`src/rtl/usbsusp_pkg.sv`:
```
package usbsusp_pkg;
  typedef enum logic [1:0] {
    ST_RUN  = 2'd0,
    ST_SUSP = 2'd1,
    ST_ERR  = 2'd2
  } susp_state_e;
endpackage

```
`src/rtl/usbsusp_idle_timer.sv`:
```
module usbsusp_idle_timer #(
  parameter int IDLE_LIMIT = 144000,
  localparam int CW = $clog2(IDLE_LIMIT + 1)
) (
  input  logic clk,
  input  logic rst,
  input  logic restart_i,
  output logic expired_o
);
  localparam logic [CW-1:0] LIM = CW'(IDLE_LIMIT);

  logic [CW-1:0] cnt_q;

  always_ff @(posedge clk) begin
    if (rst || restart_i) begin
      cnt_q <= '0;
    end else if (cnt_q != LIM) begin
      cnt_q <= cnt_q + 1'b1;
    end
  end

  assign expired_o = (cnt_q == LIM);
endmodule

```
`src/rtl/usbsusp_state_ctl.sv`:
```
module usbsusp_state_ctl
  import usbsusp_pkg::*;
(
  input  logic clk,
  input  logic rst,
  input  logic expired_i,
  input  logic line_act_i,
  input  logic rwake_req_i,
  input  logic err_pulse_i,
  input  logic soft_disc_i,
  output logic enter_o,
  output logic susp_o,
  output logic err_flag_o
);
  susp_state_e state_q, state_d;

  always_comb begin
    state_d = state_q;
    if (soft_disc_i) begin
      state_d = ST_RUN;
    end else if (err_pulse_i) begin
      state_d = ST_ERR;
    end else begin
      unique case (state_q)
        ST_RUN:  if (expired_i && !line_act_i) state_d = ST_SUSP;
        ST_SUSP: if (line_act_i || rwake_req_i) state_d = ST_RUN;
        ST_ERR:  state_d = ST_ERR;
        default: state_d = ST_RUN;
      endcase
    end
  end

  assign enter_o = ((state_q == ST_RUN) && (state_d != ST_RUN)) ||
                   (err_pulse_i && !soft_disc_i);

  always_ff @(posedge clk) begin
    if (rst) begin
      state_q    <= ST_RUN;
      susp_o     <= 1'b0;
      err_flag_o <= 1'b0;
    end else begin
      state_q    <= state_d;
      susp_o     <= (state_d != ST_RUN);
      err_flag_o <= (state_d == ST_ERR);
    end
  end
endmodule

```
`src/rtl/usbsusp_irq_latch.sv`:
```
module usbsusp_irq_latch (
  input  logic clk,
  input  logic rst,
  input  logic set_i,
  input  logic clr_i,
  output logic irq_o
);
  always_ff @(posedge clk) begin
    if (rst) begin
      irq_o <= 1'b0;
    end else if (set_i) begin
      irq_o <= 1'b1;
    end else if (clr_i) begin
      irq_o <= 1'b0;
    end
  end
endmodule

```
`src/rtl/usb_suspend_monitor.sv`:
```
module usb_suspend_monitor #(
  parameter int IDLE_LIMIT = 144000
) (
  input  logic clk,
  input  logic rst,
  input  logic line_act_i,
  input  logic rwake_req_i,
  input  logic err_pulse_i,
  input  logic soft_disc_i,
  input  logic irq_clr_i,
  output logic susp_o,
  output logic err_flag_o,
  output logic esusp_irq_o
);
  logic restart;
  logic expired;
  logic enter;

  // Any event that wakes the bus, or holds it in disconnect, restarts the idle span.
  assign restart = line_act_i | rwake_req_i | soft_disc_i;

  usbsusp_idle_timer #(.IDLE_LIMIT(IDLE_LIMIT)) u_timer (
    .clk       (clk),
    .rst       (rst),
    .restart_i (restart),
    .expired_o (expired)
  );

  usbsusp_state_ctl u_ctl (
    .clk         (clk),
    .rst         (rst),
    .expired_i   (expired),
    .line_act_i  (line_act_i),
    .rwake_req_i (rwake_req_i),
    .err_pulse_i (err_pulse_i),
    .soft_disc_i (soft_disc_i),
    .enter_o     (enter),
    .susp_o      (susp_o),
    .err_flag_o  (err_flag_o)
  );

  usbsusp_irq_latch u_irq (
    .clk   (clk),
    .rst   (rst),
    .set_i (enter),
    .clr_i (irq_clr_i),
    .irq_o (esusp_irq_o)
  );
endmodule

```
`config.mk`:
```
export PLATFORM = sky130hd
export DESIGN_NAME = usb_suspend_monitor
export DESIGN_NICKNAME = d
export VERILOG_FILES = /design/src/rtl/usbsusp_pkg.sv /design/src/rtl/usbsusp_idle_timer.sv /design/src/rtl/usbsusp_state_ctl.sv /design/src/rtl/usbsusp_irq_latch.sv /design/src/rtl/usb_suspend_monitor.sv
export SDC_FILE = /design/constraint.sdc
export NUM_CORES = 1
export LEC_CHECK = 0
export ABC_AREA = 1
export CORE_ASPECT_RATIO = 1.25
export CORE_UTILIZATION = 50
export CTS_CLUSTER_DIAMETER = 120
export CTS_CLUSTER_SIZE = 28
export DETAILED_ROUTE_END_ITERATION = 10
export DONT_BUFFER_PORTS = 1
export PLACE_DENSITY = 0.75
export SYNTH_ARGS = -nofsm -noshare
export SYNTH_HDL_FRONTEND = slang
export SYNTH_HIERARCHICAL = 1
export SYNTH_SLANG_ARGS = --single-unit
export TNS_END_PERCENT = 10
```
`constraint.sdc`:
```
create_clock -name clk -period 1.4 [get_ports clk]
set_input_delay 0.21 -clock clk [delete_from_list [all_inputs] [get_ports clk]]
set_output_delay 0.21 -clock clk [all_outputs]
set_load 0.01 [all_outputs]
```
# == Yosys cells after proc, flatten, opt, wreduce, memory -nomap -nowiden ==
# Cells that the tools add are included.
# word_totals
register_bits,23
wordCells,31
inputBits,7
# op_classes
bitwise,2
n_reduce_logical,11
n_addsub,1
muxes,7
eq_ne,5
# ops
op,count
$add 18x1->18 const B,1
$eq 18x18->1 const B,1
$ne 18x18->1 const B,1
$mux 2,4
$pmux 2 s3,1
$eq 2x2->1 const B,2
$reduce_bool 2->1,2
$logic_and 1x1->1,3
$logic_or 1x1->1,3
$eq 2x1->1 const B,1
$logic_not 1->1,2
$logic_not 2->1,1
$mux 1,2
$or 1x1->1,2

# == Depth between registers and ports, before layout ==
# Gate-level depths: netlist (run 1).
# depth
ltp_word,10
mapped_depth,11

# == By module ==
# Netlist (run 1), hierarchy kept.
# by_module_without_submodules
mod,seq_area_each_um2,n_inst,cells_per_inst,area_each_um2
usbsusp_idle_timer,360.3,1,158,1013.5
usbsusp_state_ctl,80.1,1,22,167.7
usbsusp_irq_latch,20.0,1,5,40.0
usb_suspend_monitor,0.0,1,3,11.3

# == Worst setup path after synthesis (run 1) ==
# OpenSTA, ideal clock, no wires.
# synth_path
path_type,reg-to-reg
startpoint,register u_timer.cnt_q[0]
endpoint,register u_irq.irq_o
synth_period_minus_slack_ps,1422
setup_time_ps,66
required_time_ps,1334
path_slack_ps,-22
stages_incl_launch_ff,12
n_path_buf,0
t_arrival_ps,1356
cell_sequence,dfxtp_1 > inv_1 > ha_1 > nand3_1 > nand3b_1 > inv_1 > nand2_1 > nand2_1 > nand2_2 > a21oi_1 > inv_1 > a21oi_2
# synth_between
elab_chain_cells,10
word_cells_on_any_way,11
classes_between,eq/ne: 1; mux: 5; reduce/logical: 5
# synth_lines
item,line_no,source
"start, declared",usbsusp_idle_timer.sv:12,logic [CW-1:0] cnt_q;
"start signal, assigned",usbsusp_idle_timer.sv:18,cnt_q <= cnt_q + 1'b1;
$eq 18x18->1 (*),usbsusp_idle_timer.sv:22,assign expired_o = (cnt_q == LIM);
net expired,usb_suspend_monitor.sv:16,logic expired;
$logic_and 1x1->1 (*),usbsusp_state_ctl.sv:25,ST_RUN: if (expired_i && !line_act_i) state_d = ST_SUSP;
$mux 2 (*),usbsusp_state_ctl.sv:25,
$pmux 2 s3 (*),usbsusp_state_ctl.sv:24,unique case (state_q)
$mux 2 (*),usbsusp_state_ctl.sv:21,end else if (err_pulse_i) begin
$mux 2 (*),usbsusp_state_ctl.sv:19,if (soft_disc_i) begin
$reduce_bool 2->1 (*),usbsusp_state_ctl.sv:33,assign enter_o = ((state_q == ST_RUN) && (state_d != ST_RUN)) ||
$logic_and 1x1->1 (*),usbsusp_state_ctl.sv:33,
$logic_or 1x1->1 (*),usbsusp_state_ctl.sv:33,
net enter,usb_suspend_monitor.sv:17,logic enter;
$mux 1 / $reduce_bool 2->1 (equally long branches),--,
"end signal, assigned",usbsusp_irq_latch.sv:10,irq_o <= 1'b0;
"end signal, assigned",usbsusp_irq_latch.sv:12,irq_o <= 1'b1;
"end signal, assigned",usbsusp_irq_latch.sv:14,irq_o <= 1'b0;
"end, declared",usbsusp_irq_latch.sv:6,output logic irq_o
# Mark *: on every way through the listed nets, which the timed path passes. The rest lies on a longest branch.
# A chain may end at the register's enable or synchronous reset.

# == Final worst setup path (run 1) ==
# layout_path
startpoint,register u_timer.cnt_q[8]
endpoint,register u_irq.irq_o
# Same word-level chain as after synthesis.

==> metrics.txt, run 1 <==
Initial Utilization 54.57%; ANT nets after route 0; depth of the worst hold-timing path 3; count of final max-slew check failures 0; multi-input logic area 721.9 um2; total global routing track utilization between 20% and 30%; layout net count 230; net count after synthesis roughly 200; proportion of synthesized chip area in sequential cells between 30% and 40%; Inserted Clock Buffers 3; Post-Syn Instances 188; result of the run completed; post-synthesis cell area 1232 um2; reported max-cap violation count 0; post-route insts no fill about 250; TritonCTS clock tree done; DIE WIDTH roughly 46 um; register area 469.2 um2; number of violations reported at the end of detailed-routing iteration 0 44; Period Utilization, post-route ~98%; share of power burned in the clock network 31.0%; worst-path fanout max 3; Antenna diodes 0; maximum number of pins on one net before global-route repair 14; maximum VDD drop 518.5 uV; source-to-sink clock delay at the later pin of the worst-skew pair 0.33 ns; switching pwr 0.2444 mW; Hold Fails Final Rpt 0; number of rows created at floorplan 19; overall power after layout between 1 and 1.5 mW; Arr. time, crit path 1.64 ns; number of detailed-route iterations in the first pass 5; final weighted congestion in routability-driven placement 0.8957; final-layout fill cell count 186; number of warning messages in the yosys log 6; number of top-level design ports 10; final setup fails 0; Comb pwr share 4.8%; CTS clock-pin slew for the worst setup and hold paths 0.13 ns; Via-to-Cell Ratio 5.271; number of storage elements in the synthesis netlist 23; leakage between 0.6 and 0.7 nW; Crit. End Element register; Floorplan Core Area 2258 um2; routed length per placed instance roughly 12 um; DIE HEIGHT roughly 58 um; Setup TNS Final 0 ns; Clock Sink Count 23; fraction of power consumed by sequential logic around 64%; RSZ-0062 raised after global routing yes; root buffer selected by CTS sky130_fd_sc_hd__clkbuf_4; number of buffers on the longest clock path 2; worst clock skew 0.01001 ns; time the worst path needs with I/O delays and setup around 1.4 ns; cell depth of the worst flop-to-flop path 11; synthesized area per cell between 6 and 7 um2; worst max-slew margin expressed relative to the limit 81.39%; number of different library cells in the post-synthesis netlist 22; switching power share of the total 23.44%; number of placed cells counting well taps approximately 240; Total Die Area 2669 um2; H-tree depth reported by CTS 1; fraction of layout cells with a size suffix above 1 30.45%; power density normalized to cell area 652.5 nW/um2; P_int 0.7982 mW; share of the core filled with cells 70.75%; total vias in the final route 1323; vias in the first global route 1233; class of the worst hold path primary input to register; pin slew with the least headroom to its limit 0.2776 ns; grt ovf 0; highest-count cells in the layout ignoring fill and taps sky130_fd_sc_hd__nand2_1 (38), sky130_fd_sc_hd__nor2_1 (34), sky130_fd_sc_hd__buf_4 (27); Req. time, crit path roughly 1.7 ns; drt drc 0; Area Overhead vs Synth 29.64%; most common library cell in the layout ignoring fill and taps sky130_fd_sc_hd__nand2_1; first-pass GRT wire length 4816 um; DRT Wirelength a little over 3000 um; antenna violations before repair 0; worst setup path class register to register; maximum achievable frequency 0.7268 GHz; DP HPWL 2119 um; number of buffers added on ports 0; type of origin of the critical path register
## worst max-delay path, stage by stage (launching register included)
cell	delay [ns]
sky130_fd_sc_hd__dfxtp_2	0.36
sky130_fd_sc_hd__inv_2	0.05
sky130_fd_sc_hd__nand2_1	0.05
sky130_fd_sc_hd__nor3_2	0.23
sky130_fd_sc_hd__nand3b_1	0.12
sky130_fd_sc_hd__inv_1	0.07
sky130_fd_sc_hd__nand2_1	0.05
sky130_fd_sc_hd__nand2_1	0.07
sky130_fd_sc_hd__nand2_2	0.06
sky130_fd_sc_hd__a21oi_2	0.11
sky130_fd_sc_hd__inv_1	0.05
sky130_fd_sc_hd__a21oi_2	0.10
## metrics by stage
stage / cell area [um2] / hold slack, ns / worst slack, ns
6_report: 1598 / 0.05192 / 0.02403
5_1_grt: 1598 / 0.06989 / -0.1125
4_1_cts: 1501 / 0.04747 / -0.0004113
3_5_place_dp: 1421 / 0.2789 / -0.03703
3_3_place_gp: 1421 / 0.2741 / 0.009585
2_1_floorplan: 1232 / 0.2724 / 0.01239
## cells by family after synthesis
logic type | count (synthesis) | share of synthesized area [%]
AO/OA/AOI/OAI | 27 | 11.78
AND/OR/NAND/NOR | 105 | 38.88
flip-flops | 23 | 37.36
adder cells (fa/ha/maj) | 2 | 2.030
XOR/XNOR | 1 | 0.7108
buffers and inverters | 30 | 9.238
## registers in the layout, summed over array words and instances (netlist names)
register          cells
u_ctl/err_flag_o      1
u_ctl/state_q         2
u_ctl/susp_o          1
u_irq/irq_o           1
u_timer/cnt_q        18
## worst paths after layout
kind                                  startpoint          endpoint  slack, ns
worst min-delay path                   irq_clr_i       u_irq/irq_o       0.05
worst max-delay path            u_timer/cnt_q[8]       u_irq/irq_o       0.02
worst min register to register  u_timer/cnt_q[8]  u_timer/cnt_q[8]       0.45
worst max register to register  u_timer/cnt_q[8]       u_irq/irq_o       0.02
## area by class of cell
type	instances	area share, %
clock buffers	4	1.644
inverters	29	6.813
multi-input cells	135	45.18
flip-flops and latches	23	29.37
well taps	31	2.428
repair buffers	29	14.57
## metal layers
| layer | vias up | track usage [%] | share of wire, % |
|---|---|---|---|
| li1 | 655 | - | - |
| met1 | 609 | 27.08 | 39 |
| met2 | 47 | 44.25 | 53 |
| met3 | 12 | 3.165 | 4.8 |
| met4 | 0 | 12.18 | 3.1 |
| met5 | - | 0 | 0 |
## cells in the mapped netlist
cell	instances	area [um2]
sky130_fd_sc_hd__a21oi_1	14	70.07
sky130_fd_sc_hd__a21oi_2	2	17.52
sky130_fd_sc_hd__and2_0	1	6.260
sky130_fd_sc_hd__buf_2	1	5.000
sky130_fd_sc_hd__dfxtp_1	23	460.4
sky130_fd_sc_hd__ha_1	2	25.02
sky130_fd_sc_hd__inv_1	28	105.1
sky130_fd_sc_hd__inv_2	1	3.750
sky130_fd_sc_hd__nand2_1	38	142.6
sky130_fd_sc_hd__nand2_2	4	25.02
sky130_fd_sc_hd__nand3_1	10	50.05
sky130_fd_sc_hd__nand3_2	1	10.01
sky130_fd_sc_hd__nand3b_1	2	15.01
sky130_fd_sc_hd__nand4_1	2	12.51
sky130_fd_sc_hd__nor2_1	39	146.4
sky130_fd_sc_hd__nor2_2	2	12.51
sky130_fd_sc_hd__nor2_4	3	33.78
sky130_fd_sc_hd__nor3_1	1	5.000
sky130_fd_sc_hd__nor3_2	2	20.02
sky130_fd_sc_hd__o21a_1	1	7.510
sky130_fd_sc_hd__o21ai_0	10	50.05
sky130_fd_sc_hd__xor2_1	1	8.760
## repair_timing
item                                    CTS  global route
gates resized for setup                   8            17
hold endpoints to repair                  5             0
buffers inserted                          2             7
hold buffers                              1             0
pin swaps                                 2            12
endpoints found under the setup margin    4             7
## power groups by stage
stage	clock [mW]	sequential, mW	combinational [mW]
CTS	0.320	0.670	0.0473
floorplan	0	0.683	0.0271
global route	0.354	0.671	0.0561
finish	0.323	0.669	0.0501
detailed placement	0	0.685	0.0383
global placement	0	0.684	0.0373
No activity file was read; power rests on OpenSTA's default activity.
==> run 2, diff against run 1 <==
--- a/config.mk
+++ b/config.mk
@@ -12,9 +12,8 @@
 export CTS_CLUSTER_SIZE = 28
 export DETAILED_ROUTE_END_ITERATION = 10
 export DONT_BUFFER_PORTS = 1
-export PLACE_DENSITY = 0.75
+export PLACE_DENSITY_LB_ADDON = 0.05
 export SYNTH_ARGS = -nofsm -noshare
 export SYNTH_HDL_FRONTEND = slang
-export SYNTH_HIERARCHICAL = 1
 export SYNTH_SLANG_ARGS = --single-unit
 export TNS_END_PERCENT = 10
==> constraint.sdc (replaced) <==
create_clock -name clk -period 1.4 [get_ports clk]
set_input_delay 0.07 -clock clk [delete_from_list [all_inputs] [get_ports clk]]
set_output_delay 0.07 -clock clk [all_outputs]
set_load 0.01 [all_outputs]
==> metrics.txt, run 2 <==
share of the synthesized netlist area taken by xor and xnor gates 2.360% (+1.6 points); pin slew with the least headroom to its limit 0.3342 ns (+0.05662 ns); final-layout fill cell count 182 (-2.2%); CP cell instances ha_4, nand2_1, inv_2, nand2_4, nor2_4, nand3_2, nor2_1, nand2_1, a21oi_2; total vias in the final route 1017 (-23%); class of the worst hold path primary input to register; DP HPWL 1673 um (-21%); cell taking the most area after synthesis sky130_fd_sc_hd__dfxtp_1; Total Die Area 2421 um2 (-9.3%); maximum number of pins on one net before global-route repair 13 (-1); first-pass GRT wire length 3594 um (-25%); Via-to-Cell Ratio 5.353 (+1.6%); cell types with the highest counts after synthesis sky130_fd_sc_hd__inv_1 (24), sky130_fd_sc_hd__nor2_1 (24), sky130_fd_sc_hd__dfxtp_1 (23), sky130_fd_sc_hd__nand2_1 (23), sky130_fd_sc_hd__a21oi_1 (13); share of synthesized cell area in full adder, half adder and majority cells 2.247% (+0.22 points); P_int 0.7928 mW (-0.67%); worst setup path class register to register; cells taking the most area after synthesis sky130_fd_sc_hd__dfxtp_1 (41%), sky130_fd_sc_hd__inv_1 (8.1%), sky130_fd_sc_hd__nor2_1 (8.1%); root buffer selected by CTS sky130_fd_sc_hd__clkbuf_4; DIE HEIGHT 54.77 um (-4.8%); share of power burned in the clock network 29.3% (-1.7 points); register area 471.7 um2 (+0.53%); share of the core filled with cells 64.88% (-5.9 points); count of flip-flops with a built-in enable after synthesis 0 (unchanged); multi-input logic area 604.3 um2 (-16%); switching pwr 0.2180 mW (-11%); Area Overhead vs Synth 18.09%; Antenna diodes 0 (unchanged); DRT Wirelength 2230 um (-27%); Arr. time, crit path 1.60 ns (-0.04 ns); antenna violations before repair 0 (unchanged); Hold Fails Final Rpt 0 (unchanged); Period Utilization, post-route 96.71% (-1.6 points); worst clock skew 0.005510 ns (-0.004500 ns); number of top-level design ports 10 (unchanged); Comb pwr share 4.7% (about the same); grt ovf 0 (unchanged); Floorplan Core Area 2027 um2 (-10%); power density normalized to cell area 768.7 nW/um2 (+18%); drt drc 0 (unchanged); number of warning messages in the yosys log 0 (-6); switching power share of the total 21.57% (-1.9 points); cell type of the slowest stage on the worst timing path sky130_fd_sc_hd__dfxtp_4; end of the worst register-to-register path u_timer.cnt_q[16]; worst-path fanout max 4 (+1); depth of the worst hold-timing path 2 (-1); source of the worst hold timing path err_pulse_i; RSZ-0062 raised after global routing yes; Initial Utilization 54.94% (+0.37 points); Async SR Flop Fraction 0% (unchanged); post-synthesis cell area 1114 um2 (-9.6%); time the worst path needs with I/O delays and setup 1.354 ns (-0.02200 ns); cell depth of the worst flop-to-flop path 9 (-2); Synth Area in Compound Gates 13.15% (+1.4 points); maximum achievable frequency 0.7386 GHz (+1.6%); Req. time, crit path 1.65 ns (about the same); number of detailed-route iterations in the first pass 4 (-1); number of buffers added on ports 0 (unchanged); mux share of post-synthesis cell area 0% (unchanged); register ranked first by flip-flop count u_timer.cnt_q; CTS clock-pin slew for the worst setup and hold paths 0.12 ns (about the same); simple-gate share of the synthesized area 32.81% (-6.1 points); overall power after layout 1.011 mW (-3.0%); commonest register cell after synthesis sky130_fd_sc_hd__dfxtp_1; fraction of post-synthesis cell area in the top cell type by area 41.35% (+4.0 points); Most common cell on crit path sky130_fd_sc_hd__nand2_1; fraction of layout cells with a size suffix above 1 20.59% (-9.9 points); final setup fails 0 (unchanged); R2R setup slack 0.05 ns (+0.02 ns); number of rows created at floorplan 18 (-1); result of the run completed; Max stage delay on crit path 0.39 ns (+0.03 ns); ANT nets after route 0 (unchanged); synthesized area per cell 7.231 um2 (+10%); routed length per placed instance 11.74 um (-3.4%); crit path buf inv count 1 (-2); layout net count 180 (-22%); leakage 0.5286 nW (-19%); max FFs per register 18 (unchanged); net count after synthesis 163 (-17%); DIE WIDTH 44.21 um (-4.7%); source-to-sink clock delay at the later pin of the worst-skew pair 0.30 ns (-0.03 ns); largest family of logic cells by synthesized area simple AND/OR/NAND/NOR gates; reported max-cap violation count 0 (unchanged); Crit. End Element register; largest registers ranked by flip-flop count u_timer.cnt_q: 18 flops, u_ctl.state_q: 2 flops; TritonCTS clock tree done; vias in the first global route 899 (-27%); number of buffers on the longest clock path 2 (unchanged); Post-Syn Instances 154 (-18%); H-tree depth reported by CTS 1 (unchanged); Clock Sink Count 23 (unchanged); highest-count cells in the layout ignoring fill and taps sky130_fd_sc_hd__inv_1 (23), sky130_fd_sc_hd__nor2_1 (23), sky130_fd_sc_hd__nand2_1 (22); maximum VDD drop 527.0 uV (+1.6%); proportion of synthesized chip area in sequential cells 41.35% (+4.0 points); count of final max-slew check failures 0 (unchanged); number of violations reported at the end of detailed-routing iteration 0 15 (-66%); endpoint of the worst hold-timing path u_ctl.state_q[1]; Crit path max-delay family simple AND/OR/NAND/NOR gates; type of origin of the critical path register; worst max-slew margin expressed relative to the limit 77.72% (-3.7 points); Inserted Clock Buffers 3 (unchanged); number of different library cells in the post-synthesis netlist 24 (+9.1%); reg2reg start u_timer.cnt_q[0]; fraction of power consumed by sequential logic 66.0% (+1.8 points); total global routing track utilization 20.17% (-4.6 points); final weighted congestion in routability-driven placement 0.7740 (-14%); number of storage elements in the synthesis netlist 23 (unchanged)
## run 2: cell type report
type	instances	area share (%)
multi-input cells	107	45.96
repair buffers	12	7.422
flip-flops and latches	23	35.87
clock buffers	4	1.998
well taps	20	1.903
inverters	24	6.851
## run 2: cells by family after synthesis
logic type	count (synthesis)
xor+xnor	3
simple gates	75
buf+inv	24
flops	23
fa+ha+maj	2
compound gates	27
## run 2: worst register-to-register path: cells and delay by family, from the launching register on
kind | cells | cell delay [ns]
flops | 1 | 0.39
fa+ha+maj | 1 | 0.13
buf+inv | 1 | 0.08
compound gates | 1 | 0.12
simple gates | 6 | 0.58
## run 2: metrics by stage
stage               cell area [um2]  worst slack (ns)  TNS (ns)  hold WS, ns  instances
floorplan                      1114           0.09207         0       0.1391        154
detailed placement             1184          -0.02081  -0.03994       0.1446        180
global route                   1315          -0.07219   -0.1776     0.006223        190
CTS                            1247         0.0005269         0    0.0008734        187
finish                         1315           0.04603         0     0.004224        190
global placement               1184           0.03879         0       0.1426        180
## run 2: repair_timing
item                       CTS  global route
hold endpoints to repair     5             0
pin swaps                    0             3
gates resized for setup      3            17
setup buffers                0             3
hold buffers                 3             0
setup endpoints to repair    3            15
## run 2: routing by layer
metal	up-vias	part of all wire, %	global-route usage (%)
met1	469	47	25.65
met4	0	1.5	7.576
li1	533	-	-
met3	5	2.3	3.960
met2	10	49	33.58
met5	-	0	0
## run 2: worst max path at each step
stage / startpoint / end / slack (ns) / depth (start not counted)
floorplan: u_timer.cnt_q[0] / u_timer.cnt_q[16] / 0.09 / 8
global placement: u_timer.cnt_q[0] / u_timer.cnt_q[16] / 0.04 / 8
detailed placement: u_timer.cnt_q[0] / u_timer.cnt_q[16] / -0.02 / 8
CTS: u_timer.cnt_q[5] / u_timer.cnt_q[15] / 0.0005 / 7
global route: u_timer.cnt_q[0] / u_timer.cnt_q[16] / -0.07 / 9
finish: u_timer.cnt_q[0] / u_timer.cnt_q[16] / 0.05 / 9
## run 2: power by group through the flow
stage / clock [mW] / combinational, mW / sequential (mW)
finish: 0.296 / 0.0474 / 0.667
global route: 0.331 / 0.0532 / 0.669
CTS: 0.307 / 0.0456 / 0.671
detailed placement: 0 / 0.0358 / 0.685
global placement: 0 / 0.0351 / 0.685
floorplan: 0 / 0.0272 / 0.684
==> run 3, diff against run 2 <==
--- a/config.mk
+++ b/config.mk
@@ -5,7 +5,6 @@
 export SDC_FILE = /design/constraint.sdc
 export NUM_CORES = 1
 export LEC_CHECK = 0
-export ABC_AREA = 1
 export CORE_ASPECT_RATIO = 1.25
 export CORE_UTILIZATION = 50
 export CTS_CLUSTER_DIAMETER = 120
@@ -15,5 +14,6 @@
 export PLACE_DENSITY_LB_ADDON = 0.05
 export SYNTH_ARGS = -nofsm -noshare
 export SYNTH_HDL_FRONTEND = slang
+export SYNTH_HIERARCHICAL = 1
 export SYNTH_SLANG_ARGS = --single-unit
 export TNS_END_PERCENT = 10
==> metrics.txt, run 3 <==
number of different library cells in the post-synthesis netlist 34 (+42%); worst max-slew margin expressed relative to the limit 74.19% (-3.5 points); Initial Utilization 53.81% (-1.1 points); largest registers ranked by flip-flop count u_timer/cnt_q: 18 flops, u_ctl/state_q: 2 flops; drt drc 0 (unchanged); register ranked first by flip-flop count u_timer/cnt_q; Clock Sink Count 23 (unchanged); result of the run complete, but fails checks; DIE WIDTH 43.54 um (-1.5%); Inserted Clock Buffers 3 (unchanged); number of rows created at floorplan 18 (unchanged); most instantiated library cell after synthesis sky130_fd_sc_hd__dfxtp_1; cells taking the most area after synthesis sky130_fd_sc_hd__dfxtp_1 (43%), sky130_fd_sc_hd__xnor2_1 (8.9%), sky130_fd_sc_hd__nor2_1 (7.3%); source-to-sink clock delay at the later pin of the worst-skew pair 0.31 ns (about the same); Req. time, crit path 1.64 ns (about the same); number of storage elements in the synthesis netlist 23 (unchanged); Arr. time, crit path 1.82 ns (+0.22 ns); number of buffers added on ports 0 (unchanged); cell types with the highest counts after synthesis sky130_fd_sc_hd__dfxtp_1 (23), sky130_fd_sc_hd__nor2_1 (21), sky130_fd_sc_hd__xnor2_1 (11); net count after synthesis 132 (-19%); proportion of synthesized chip area in sequential cells 42.69% (+1.3 points); ANT nets after route 0 (unchanged); worst clock skew 0.005150 ns (-0.0003606 ns); Via-to-Cell Ratio 5.617 (+4.9%); overall power after layout 1.016 mW (+0.53%); final weighted congestion in routability-driven placement 0.7691 (-0.63%); pin slew with the least headroom to its limit 0.3836 ns (+0.04940 ns); number of top-level design ports 10 (unchanged); leakage 0.5494 nW (+3.9%); Hold Fails Final Rpt 2 (+2); maximum VDD drop 556.5 uV (+5.6%); post-route setup slack -0.1839 ns (-0.2299 ns); DIE HEIGHT 53.93 um (-1.5%); fraction of layout cells with a size suffix above 1 34.38% (+14 points); maximum achievable frequency 0.6314 GHz (-15%); largest family of logic cells by synthesized area simple AND/OR/NAND/NOR gates; final-layout fill cell count 156 (-14%); grt ovf 0 (unchanged); Area Overhead vs Synth 36.66%; commonest register cell after synthesis sky130_fd_sc_hd__dfxtp_1; violated checks hold timing, setup timing; number of hold-repair buffers added at the cts stage 8 (+5); Async SR Flop Fraction 0% (unchanged); most common library cell in the layout ignoring fill and taps sky130_fd_sc_hd__buf_4; CTS clock-pin slew for the worst setup and hold paths 0.13 ns (about the same); DRT Wirelength 2554 um (+15%); power density normalized to cell area 689.5 nW/um2 (-10%); number of buffers on the longest clock path 2 (unchanged); Period Utilization, post-route 113.1% (+16 points); Antenna diodes 0 (unchanged); Post-Syn Instances 123 (-20%); Total Die Area 2348 um2 (-3.0%); count of final max-slew check failures 0 (unchanged); antenna violations before repair 0 (unchanged); RSZ-0062 raised after global routing yes; layout net count 170 (-5.6%); worst setup path class register to register; number of detailed-route iterations in the first pass 4 (unchanged); post-synthesis cell area 1079 um2 (-3.1%); H-tree depth reported by CTS 1 (unchanged); final setup fails 17 (+17); final instance area 1474 um2 (+12%); number of warning messages in the yosys log 6 (+6); max FFs per register 18 (unchanged); maximum number of pins on one net before global-route repair 19 (+6); type of origin of the critical path register; cell taking the most area after synthesis sky130_fd_sc_hd__dfxtp_1; class of the worst hold path primary input to register; time the worst path needs with I/O delays and setup 1.584 ns (+0.2299 ns); worst-path fanout max 4 (unchanged); vias in the first global route 1046 (+16%); share of the synthesized netlist area taken by xor and xnor gates 9.745% (+7.4 points); number of violations reported at the end of detailed-routing iteration 0 9 (-6); share of synthesized cell area in full adder, half adder and majority cells 2.320% (+0.073 points); simple-gate share of the synthesized area 32.71% (-0.094 points); number of placed cells counting well taps 166 (-7.8%); Placement Cell Area 1284 um2 (+8.5%); fraction of post-synthesis cell area in the top cell type by area 42.69% (+1.3 points); post-route insts no fill 180 (-5.3%); total global routing track utilization 25.35% (+5.2 points); total vias in the final route 1011 (-0.59%); mux share of post-synthesis cell area 2.320% (+2.3 points); Floorplan Core Area 2004 um2 (-1.1%); Final Hold Slack -0.1985 ns (-0.2028 ns); DP HPWL 1666 um (-0.39%); count of flip-flops with a built-in enable after synthesis 0 (unchanged); highest-count cells in the layout ignoring fill and taps sky130_fd_sc_hd__buf_4 (26), sky130_fd_sc_hd__nor2_1 (20), sky130_fd_sc_hd__dfxtp_1 (17); Synth Area in Compound Gates 7.077% (-6.1 points); routed length per placed instance 14.19 um (+21%); reported max-cap violation count 0 (unchanged); synthesized area per cell 8.769 um2 (+21%); first-pass GRT wire length 4360 um (+21%); root buffer selected by CTS sky130_fd_sc_hd__clkbuf_4; Crit. End Element register; TritonCTS clock tree done
run 3: changes by cell type after synthesis, moves of 6 or more:
cell	previous run	this run
sky130_fd_sc_hd__a21oi_1	13	4
sky130_fd_sc_hd__xnor2_1	1	11
sky130_fd_sc_hd__inv_1	24	7
sky130_fd_sc_hd__o21ai_0	8	2
sky130_fd_sc_hd__nand2_1	23	9
run 3: through the flow:
stage	setup slack [ns]	util, %	setup TNS [ns]	hold WS, ns
after floorplan	-0.1673	-	-0.3979	0.1324
after global placement	-0.1589	64.04	-1.461	0.1347
after detailed placement	-0.1778	64.04	-1.866	0.1355
after CTS	-0.1739	71.16	-1.556	-0.2056
after global routing	-0.3287	73.53	-3.848	-0.2178
final	-0.1839	73.53	-1.910	-0.1985
run 3: critical path, cell delays in order (launching register included):
cell and delay, ns:
sky130_fd_sc_hd__dfxtp_2 0.36, sky130_fd_sc_hd__inv_2 0.06, sky130_fd_sc_hd__ha_1 0.13, sky130_fd_sc_hd__and4bb_1 0.18
sky130_fd_sc_hd__nand4b_1 0.14, sky130_fd_sc_hd__nor4_4 0.26, sky130_fd_sc_hd__buf_4 0.17, sky130_fd_sc_hd__o2111ai_1 0.12
sky130_fd_sc_hd__o31ai_1 0.09
run 3: cell type report:
class	instances	area [um2]	share of cell area, %
repair buffers	35	286.5	19.44
multi-input cells	91	640.6	43.46
inverters	7	26.28	1.783
well taps	20	25.02	1.698
clock buffers	3	22.52	1.528
clock inverters	1	5.005	0.3396
flip-flops and latches	23	467.9	31.75
run 3: power by group:
part	switching [mW]	internal (mW)	total [mW]
sequential	0.00601	0.661	0.667
clock	0.199	0.107	0.306
combinational	0.0182	0.0251	0.0433
run 3: cells by family (layout without fill, tap and decap cells):
family / count (synthesis) / count (layout)
flops: 23 / 23
compound gates: 12 / 12
mux: 2 / 2
simple gates: 63 / 63
xor+xnor: 12 / 12
buf+inv: 9 / 46
fa+ha+maj: 2 / 2
run 3: worst paths after layout:
check                   startpoint      endpoint  slack [ns]  cells after the start
setup reg to reg  u_timer/cnt_q[0]  u_ctl/susp_o       -0.18                      8
hold reg to reg        u_irq/irq_o   u_irq/irq_o        0.53                      2
hold / removal                 rst   u_irq/irq_o       -0.20                      1
setup / recovery  u_timer/cnt_q[0]  u_ctl/susp_o       -0.18                      8
run 3: per-layer routing:
metal  wire, um  part of all wire [%]  global-route usage (%)
met3         66                   2.6                   4.027
met5          0                     0                       0
met2       1382                    54                   47.01
met4         36                   1.4                   7.292
met1       1068                    42                   29.79
run 3: what timing repair did:
| item | 4_1_cts | 5_1_grt |
|---|---|---|
| endpoints found under the hold margin | 6 | 2 |
| setup endpoints to repair | 18 | 21 |
| buffers inserted | 0 | 2 |
| pin swaps | 2 | 5 |
| gates resized for setup | 10 | 10 |
